## src/rtl/smac_pkg.sv

```systemverilog
package smac_pkg;

  typedef enum logic [2:0] {
    ST_IDLE  = 3'd0,
    ST_LD_T  = 3'd1,
    ST_LD_Z  = 3'd2,
    ST_ADD_X = 3'd3,
    ST_ADD_Y = 3'd4,
    ST_LOOP  = 3'd5,
    ST_SHIFT = 3'd6,
    ST_DONE  = 3'd7
  } smac_state_e;

endpackage

```

## src/rtl/smac_shreg.sv

```systemverilog
module smac_shreg #(
  parameter int W          = 16,
  parameter bit SHIFT_LEFT = 1'b0
) (
  input  logic         clk,
  input  logic         rst,
  input  logic         clr,
  input  logic         load,
  input  logic [W-1:0] load_val,
  input  logic         shift,
  output logic [W-1:0] q
);

  logic [W-1:0] shifted;

  generate
    if (SHIFT_LEFT) begin : g_left
      assign shifted = {q[W-2:0], 1'b0};
    end else begin : g_right
      assign shifted = {1'b0, q[W-1:1]};
    end
  endgenerate

  // reset and clear win over load, and load wins over shift
  always_ff @(posedge clk) begin
    if (rst || clr) begin
      q <= '0;
    end else if (load) begin
      q <= load_val;
    end else if (shift) begin
      q <= shifted;
    end
  end

endmodule

```

## src/rtl/smac_accum.sv

```systemverilog
module smac_accum #(
  parameter int W = 16
) (
  input  logic         clk,
  input  logic         rst,
  input  logic         clr,
  input  logic         load,
  input  logic [W-1:0] addend,
  input  logic         cin,
  output logic [W-1:0] q
);

  function automatic logic [W-1:0] add_wrap(input logic [W-1:0] a,
                                            input logic [W-1:0] b,
                                            input logic         c);
    return a + b + {{(W-1){1'b0}}, c};
  endfunction

  logic [W-1:0] sum;
  assign sum = add_wrap(q, addend, cin);

  always_ff @(posedge clk) begin
    if (rst || clr) begin
      q <= '0;
    end else if (load) begin
      q <= sum;
    end
  end

  AST_CLEAR_ACC: assert property (@(posedge clk) disable iff (rst)
    clr |=> (q == '0));

endmodule

```

## src/rtl/smac_zero.sv

```systemverilog
module smac_zero #(
  parameter int W = 16
) (
  input  logic [W-1:0] vec,
  output logic         is_zero,
  output logic         lsb
);

  assign is_zero = ~(|vec);
  assign lsb     = vec[0];

endmodule

```

## src/rtl/smac_ctrl.sv

```systemverilog
module smac_ctrl
  import smac_pkg::*;
(
  input  logic clk,
  input  logic rst,
  input  logic start,
  input  logic beat_valid,
  input  logic t_zero,
  input  logic t_lsb,
  output logic clr,
  output logic ld_t,
  output logic ld_z,
  output logic acc_ld,
  output logic sel_bus,
  output logic cin,
  output logic shift,
  output logic busy,
  output logic done
);

  smac_state_e state, state_nx;

  always_comb begin
    state_nx = state;
    clr      = 1'b0;
    ld_t     = 1'b0;
    ld_z     = 1'b0;
    acc_ld   = 1'b0;
    sel_bus  = 1'b0;
    cin      = 1'b0;
    shift    = 1'b0;
    done     = 1'b0;
    case (state)
      ST_IDLE: if (start) begin
        clr      = 1'b1;
        state_nx = ST_LD_T;
      end
      ST_LD_T: if (beat_valid) begin
        ld_t     = 1'b1;
        state_nx = ST_LD_Z;
      end
      ST_LD_Z: if (beat_valid) begin
        ld_z     = 1'b1;
        state_nx = ST_ADD_X;
      end
      ST_ADD_X: if (beat_valid) begin
        acc_ld   = 1'b1;
        sel_bus  = 1'b1;
        cin      = 1'b1;
        state_nx = ST_ADD_Y;
      end
      ST_ADD_Y: if (beat_valid) begin
        acc_ld   = 1'b1;
        sel_bus  = 1'b1;
        state_nx = ST_LOOP;
      end
      ST_LOOP: begin
        if (t_zero) begin
          state_nx = ST_DONE;
        end else if (t_lsb) begin
          acc_ld   = 1'b1;
          state_nx = ST_SHIFT;
        end else begin
          shift    = 1'b1;
        end
      end
      ST_SHIFT: begin
        shift    = 1'b1;
        state_nx = ST_LOOP;
      end
      ST_DONE: begin
        done     = 1'b1;
        state_nx = ST_IDLE;
      end
      default: state_nx = ST_IDLE;
    endcase
  end

  always_ff @(posedge clk) begin
    if (rst) state <= ST_IDLE;
    else     state <= state_nx;
  end

  assign busy = (state != ST_IDLE);

  AST_DONE_PULSE: assert property (@(posedge clk) disable iff (rst)
    done |=> !done);
  AST_LOOP_EXIT: assert property (@(posedge clk) disable iff (rst)
    (state == ST_LOOP && t_zero) |=> done);
  AST_START_IDLE_ONLY: assert property (@(posedge clk) disable iff (rst)
    (busy && start && state != ST_DONE) |=> busy);

endmodule

```

## src/rtl/shift_mac_engine.sv

```systemverilog
module shift_mac_engine #(
  parameter int IN_W  = 8,
  parameter int ACC_W = 16
) (
  input  logic             clk,
  input  logic             rst,
  input  logic             start_i,
  input  logic             beat_valid_i,
  input  logic [IN_W-1:0]  beat_data_i,
  output logic             busy_o,
  output logic             done_o,
  output logic [ACC_W-1:0] result_o
);

  function automatic logic [ACC_W-1:0] widen(input logic [IN_W-1:0] d);
    return {{(ACC_W-IN_W){1'b0}}, d};
  endfunction

  logic             clr, ld_t, ld_z, acc_ld, sel_bus, cin, shift;
  logic             t_zero, t_lsb;
  logic [ACC_W-1:0] bus_wide, t_q, z_q, res_q, addend;

  assign bus_wide = widen(beat_data_i);
  assign addend   = sel_bus ? bus_wide : z_q;

  smac_ctrl u_ctrl (
    .clk        (clk),
    .rst        (rst),
    .start      (start_i),
    .beat_valid (beat_valid_i),
    .t_zero     (t_zero),
    .t_lsb      (t_lsb),
    .clr        (clr),
    .ld_t       (ld_t),
    .ld_z       (ld_z),
    .acc_ld     (acc_ld),
    .sel_bus    (sel_bus),
    .cin        (cin),
    .shift      (shift),
    .busy       (busy_o),
    .done       (done_o)
  );

  smac_shreg #(.W(ACC_W), .SHIFT_LEFT(1'b0)) u_mplier (
    .clk      (clk),
    .rst      (rst),
    .clr      (clr),
    .load     (ld_t),
    .load_val (bus_wide),
    .shift    (shift),
    .q        (t_q)
  );

  smac_shreg #(.W(ACC_W), .SHIFT_LEFT(1'b1)) u_mcand (
    .clk      (clk),
    .rst      (rst),
    .clr      (clr),
    .load     (ld_z),
    .load_val (bus_wide),
    .shift    (shift),
    .q        (z_q)
  );

  smac_zero #(.W(ACC_W)) u_zchk (
    .vec     (t_q),
    .is_zero (t_zero),
    .lsb     (t_lsb)
  );

  smac_accum #(.W(ACC_W)) u_acc (
    .clk    (clk),
    .rst    (rst),
    .clr    (clr),
    .load   (acc_ld),
    .addend (addend),
    .cin    (cin),
    .q      (res_q)
  );

  assign result_o = res_q;

  AST_CLEAR_ALL: assert property (@(posedge clk) disable iff (rst)
    clr |=> (t_q == '0 && z_q == '0 && res_q == '0));
  AST_SHIFT_PAIR: assert property (@(posedge clk) disable iff (rst)
    shift |=> (t_q == ($past(t_q) >> 1) && z_q == ($past(z_q) << 1)));
  AST_MUL_ADD: assert property (@(posedge clk) disable iff (rst)
    (acc_ld && !sel_bus) |=> (res_q == $past(res_q) + $past(z_q)));
  AST_ADD_BEFORE_SHIFT: assert property (@(posedge clk) disable iff (rst)
    (acc_ld && !sel_bus) |-> !shift);
  AST_HOLD_IDLE: assert property (@(posedge clk) disable iff (rst)
    (!busy_o && !start_i) |=> $stable(res_q));

endmodule

```

## config.mk

```make
export PLATFORM = sky130hd
export DESIGN_NAME = shift_mac_engine
export DESIGN_NICKNAME = d
export VERILOG_FILES = /design/src/rtl/smac_pkg.sv /design/src/rtl/smac_shreg.sv /design/src/rtl/smac_accum.sv /design/src/rtl/smac_zero.sv /design/src/rtl/smac_ctrl.sv /design/src/rtl/shift_mac_engine.sv
export SDC_FILE = /design/constraint.sdc
export NUM_CORES = 1
export LEC_CHECK = 0
export ABC_AREA = 1
export BUFFER_PORTS_ARGS = -buffer_cell sky130_fd_sc_hd__clkbuf_2
export CORE_MARGIN = 5
export CORE_UTILIZATION = 45
export DETAILED_ROUTE_END_ITERATION = 10
export GPL_ROUTABILITY_DRIVEN = 1
export SYNTH_ARGS = -nofsm -noshare
export SYNTH_HDL_FRONTEND = slang
export SYNTH_SLANG_ARGS = --single-unit
```

## constraint.sdc

```tcl
create_clock -name clk -period 7 [get_ports clk]
set_clock_uncertainty 0.05 [all_clocks]
set_input_delay 0.35 -clock clk [delete_from_list [all_inputs] [get_ports clk]]
set_output_delay 0.35 -clock clk [all_outputs]
set_load 0.03 [all_outputs]
```

==> summary.txt, run 1 <==
CP Data Required Time = 7.21 ns
Post-Route WL = 7.29 mm
Cell-internal power = 411 uW
CTS tree = built
Slew margin rel. = 34.0%
Nature of the critical path endpoint = flop
Clock-pin slew on the worst setup and hold paths = 0.09 ns
Status = completed
Post-CTS Setup Inserts = 0
Synth Flop Type = dfxtp_1
Chip height = 91.6 um
Crit share post-route = 43.7%
Worst-path maximum fanout = 19
Vias in the first global route = 2654
Worst-Skew Late Latency = 0.30 ns
Post-route antenna net violation count = 0
Adder-cell share of the synthesized area = 7.19%
Buffers on Ports = 29
CP startpoint kind = flop
CTS H-tree lvls = 2
Most common cell in the netlist = nand2_1
Yosys top cell by area = dfxtp_1
WHS Path Cells = 2
Final Max Tran Viols = 0
1st-iter DRT viols = 127
CTS Buffer Depth = 2
Final Wtd Congestion = 0.849
Setup violations, final = 0
Vias/cell = 4.98
Fmax achieved = 327 MHz
Final hold viol count = 0
HP Class = input pin to flop
Synth Area in Compound Gates = 16.9%
Multiplexer area fraction after synthesis = 0%
Core box area = 6420 um^2
Psw = 305 uW
Synth Net Count = 516
Clk pwr share = 22.7%
Finished Layout Cells = 591
RR Startpoint = u_ctrl.state[1]$_SDFFE_PP0P_
# rows = 29
Kind of critical path = flop to flop
First-pass DRT Iterations = 5
Maxcap violations = 0
Pwr/cell area = 220 nW/um^2
Min Tclk post-route = 3.06 ns
Initial Utilization = 46.6%
Area growth, synth to finish = 8.78%
Syn Area/Cell = 6.14 um^2
Setup_tns = 0 ns
Largest family of logic cells by synthesized area = simple AND/OR/NAND/NOR gates
RSZ-0062 raised after global routing = false
Initial antenna violation count = 0
Post_cts resized = 0
Share of cells above drive strength 1 = 11.1%
Wire length of the first global-routing pass = 12.3 mm
Synthesized cell area = 2990 um^2
Largest net degree at the start of global routing = 32
Post-synthesis sequential area ratio = 28.8%
# clock sinks = 43
Die width = 91.6 um
Hold_ws = 0.161 ns
Ant. Diodes = 0
Number of synthesized flops with an enable pin = 0
Root Driver = clkbuf_8
Dominant cells by area after synthesis = dfxtp_1 29%, nand2_1 16%, inv_1 11%, a21oi_1 8.0%, ha_1 5.9%
Leakage = 0.00163 uW
Flops & latches, synth = 43
Top cells by count, synth = 125 x nand2_1, 84 x inv_1, 48 x a21oi_1
DP HPWL = 5.49 mm
Worst Path Arrival = 3.27 ns
# hold bufs at CTS = 0
R2r worst-path depth = 15
Post-Synthesis Cells = 488
Post-route cell area = 3260 um^2
Slew of the pin with the lowest slew margin = 0.988 ns
Switching part of the total power = 42.6%
Worst vdd ir = 0.0000855 V
Power share of the combinational group = 36.8%
Synth Area in Simple Gates = 32.9%
# placed instances = 583
Grt total ovfl = 0
Nets = 541
Synth Area in XOR/XNOR = 0.878%
Vias post-DR = 2943
Num ports = 30
Detailed-route DRC error count = 0
Post-synthesis cell type count = 30
Ys async rst share = 0%
GRT Total Usage = 17.7%
TritonCTS buffer count = 5
Min-delay src = rst
Yosys top cell area share = 28.8%
Yosys warns = 0
Avg WL per Cell = 12.3 um
Die ar. = 8390 um^2
Crit path from = u_ctrl.state[1]$_SDFFE_PP0P_
Seq pwr share = 40.4%
Post-DP Area = 3170 um^2
==> power by group through the flow <==
stage	clock network, uW	registers, uW	logic (uW)
after floorplan	0	302	195
after global placement	0	294	262
after detailed placement	0	295	263
after CTS	169	290	264
after global routing	178	293	300
final	163	290	264
==> cell families (layout without fill, tap and decap cells) <==
| kind of cell | Yosys count | after routing |
|---|---|---|
| xor gates and xnor gates | 3 | 3 |
| buffers and inverters | 101 | 127 |
| adders and majority gates | 16 | 16 |
| DFF | 43 | 43 |
| and+or+nand+nor | 228 | 228 |
| AOI/OAI and AO/OA | 97 | 97 |
==> sequential cells by signal, indices dropped and copies added, names as in the netlist <==
name,cells
u_acc.q,16
u_ctrl.state,3
u_mcand.q,16
u_mplier.q,8
==> final cells by class <==
type | count | area (um^2)
clock buffer | 6 | 72.6
multi-input combinational | 344 | 1730
fill | 703 | 3170
inverter | 90 | 338
timing repair buffer | 29 | 145
clock inverter | 2 | 12.5
tap | 77 | 96.3
sequential | 43 | 861
==> routing by layer <==
layer	vias to the layer above	global-route usage (%)	routed length [um]
met4	0	5.15	97
met3	10	2.89	271
met2	49	27.0	3100
met1	1290	25.6	3830
li1	1594	-	-
met5	-	0	0
==> cells in the final DEF (no fill, tap or decap) <==
cell type	Yosys	final
inv_1	84	84
nand2_4	1	1
nand2_2	2	2
dfxtp_1	43	43
nor3_4	1	1
and2_1	2	2
o21ai_0	35	35
nor2_2	3	3
nor3_1	3	3
nor2_1	44	44
o21ai_2	1	1
o211ai_1	2	2
clkinv_2	0	1
nand3_1	34	34
nor2_4	1	1
a21oi_1	48	48
clkbuf_2	0	29
xnor2_1	1	1
xor2_1	2	2
ha_1	14	14
clkbuf_8	0	5
clkbuf_1	3	1
o21ai_4	1	1
nand2_1	125	125
fa_1	2	2
nand4_1	6	6
clkinv_1	1	1
or2_2	4	4
inv_2	5	5
clkinvlp_4	0	1
nand3_2	2	2
o21ai_1	10	10
==> worst max-delay path, cell delays in order (launching register included) <==
cell,delay (ns)
dfxtp_1,0.51
nand2_1,0.15
nand2_1,0.09
nand3_2,0.29
o21ai_0,0.34
fa_1,0.25
inv_1,0.06
fa_1,0.40
inv_1,0.09
nand3_1,0.06
nand3_1,0.15
a21oi_1,0.10
or2_2,0.28
nand3_1,0.07
nand2_1,0.07
inv_1,0.05
==> path summary, 6_finish.rpt <==
| kind | endpoint | slack, ns |
|---|---|---|
| hold reg to reg | u_mplier.q[3]$_SDFFE_PP0P_ | 0.42 |
| hold / removal | u_ctrl.state[1]$_SDFFE_PP0P_ | 0.16 |
| setup reg to reg | u_acc.q[8]$_SDFFE_PP0P_ | 3.94 |
| setup / recovery | u_acc.q[8]$_SDFFE_PP0P_ | 3.94 |
==> metrics by stage <==
stage	util (%)	total power, uW	setup slack, ns
global route	50.7	771	3.66
finish	50.7	716	3.94
global placement	49.4	556	4.10
detailed placement	49.4	558	3.97
floorplan	-	497	4.29
CTS	50.7	723	3.95
Power figures use the tool's default switching activity.
==> inputs of run 2 (changes only) <==
- clock period: 7 -> 3.2 ns (I/O delays scaled with it)
==> summary.txt, run 2 (same netlist as run 1, synthesis figures left out) <==
Largest net degree at the start of global routing = 32
Buffers on Ports = 29
HP Class = input pin to flop
Crit share post-route = 88.9%
CP startpoint kind = flop
CTS H-tree lvls = 2
Core box area = 6420 um^2
Post-route cell area = 3280 um^2
FILL cells = 675
Hold_ws = 0.0485 ns
Fmax achieved = 352 MHz
CP Data Required Time = 3.40 ns
Nets = 544
Share of cells above drive strength 1 = 11.4%
Worst Path Arrival = 3.05 ns
Final Wtd Congestion = 0.824
Area growth, synth to finish = 9.61%
Commonest non-fill, non-tap cell in the layout = nand2_1
Slew margin rel. = 50.3%
RSZ-0062 raised after global routing = false
Ant. Diodes = 0
Switching part of the total power = 42.1%
Post_cts resized = 0
Kind of critical path = flop to flop
Grt total ovfl = 0
Commonest non-fill, non-tap cells in the layout = 125 x nand2_1, 84 x inv_1, 48 x a21oi_1
1st-iter DRT viols = 106
Vias/cell = 4.99
CTS Buffer Depth = 2
Post-Route WL = 7.24 mm
# rows = 29
GRT Total Usage = 17.9%
Root Driver = clkbuf_8
Post-route antenna net violation count = 0
Num ports = 30
Worst-path maximum fanout = 9
Area of the multi-input gates = 1730 um^2
CTS tree = built
DP HPWL = 5.60 mm
Detailed-route DRC error count = 0
Clock-pin slew on the worst setup and hold paths = 0.09 ns
Die ar. = 8390 um^2
Seq pwr share = 40.6%
Clk pwr share = 22.5%
Total power draw = 1560 uW
Slew of the pin with the lowest slew margin = 0.744 ns
Psw = 658 uW
First-pass DRT Iterations = 5
Chip height = 91.6 um
Setup_tns = 0 ns
# clock sinks = 43
Initial antenna violation count = 0
Leading registers by flop count = u_acc.q (16), u_mcand.q (16), u_mplier.q (8)
Pwr/cell area = 476 nW/um^2
Avg WL per Cell = 12.2 um
Cell-internal power = 903 uW
Nature of the critical path endpoint = flop
Register area = 861 um^2
Maxcap violations = 0
Min Tclk post-route = 2.84 ns
Initial Utilization = 46.6%
Vias in the first global route = 2706
Setup violations, final = 0
Wire length of the first global-routing pass = 12.4 mm
Worst vdd ir = 0.000226 V
Final Max Tran Viols = 0
Status = completed
Vias post-DR = 2967
Power share of the combinational group = 36.8%
Die width = 91.6 um
Leakage = 0.00165 uW
Post-DP Area = 3190 um^2
TritonCTS buffer count = 5
Worst-Skew Late Latency = 0.30 ns
Final hold viol count = 0
==> run 2: area by class of cell <==
cell class                      instances  area share [%]
Clock buffer                            6            2.21
Clock inverter                          2           0.381
Inverter                               90            10.3
Multi-Input combinational cell        344            52.8
Sequential cell                        43            26.2
Tap cell                               77            2.94
Timing Repair Buffer                   32            5.18
==> run 2: per-stage QoR <==
stage	std cells	utilization, %	setup slack (ns)
2_1_floorplan	488	-	0.494
3_3_place_gp	585	49.6	0.399
3_5_place_dp	585	49.6	0.402
4_1_cts	594	51.1	0.359
5_1_grt	594	51.1	0.0690
6_report	594	51.1	0.355
==> run 2: worst paths after layout <==
path | cells after the start | endpoint | slack, ns | startpoint
setup / recovery | 14 | u_acc.q[8]$_SDFFE_PP0P_ | 0.36 | u_ctrl.state[2]$_SDFFE_PP0P_
hold / removal | 3 | u_mplier.q[7]$_SDFFE_PP0P_ | 0.05 | beat_data_i[7]
setup reg to reg | 14 | u_acc.q[8]$_SDFFE_PP0P_ | 0.36 | u_ctrl.state[2]$_SDFFE_PP0P_
hold reg to reg | 2 | u_mplier.q[3]$_SDFFE_PP0P_ | 0.42 | u_mplier.q[3]$_SDFFE_PP0P_
==> run 2: critical path: stages, from the launching register on <==
cell and delay, ns:
dfxtp_1 0.50, o21ai_1 0.14, nand3_2 0.17, clkinv_1 0.26
o21ai_0 0.30, inv_1 0.10, fa_1 0.43, inv_1 0.08
nand3_1 0.06, nand3_1 0.15, a21oi_1 0.11, or2_2 0.28
nand3_1 0.07, nand2_1 0.06, inv_1 0.05
==> run 2: routing by layer <==
layer	vias to the layer above	share of wire (%)	GRT usage, %
met4	0	1.1	4.77
met3	7	3.9	3.14
met1	1310	51	25.0
li1	1606	-	-
met2	44	44	28.3
met5	-	0	0
==> run 2: power groups by stage <==
stage                     Clock [uW]  Combinational, uW  Sequential, uW
after floorplan                    0                427             660
after global placement             0                574             644
after detailed placement           0                575             645
after CTS                        367                579             634
after global routing             386                649             643
final                            351                575             634
==> run 2: what timing repair did <==
action                    CTS  global route
buffers inserted            0             0
hold endpoints to repair    1             0
hold buffers                1             0
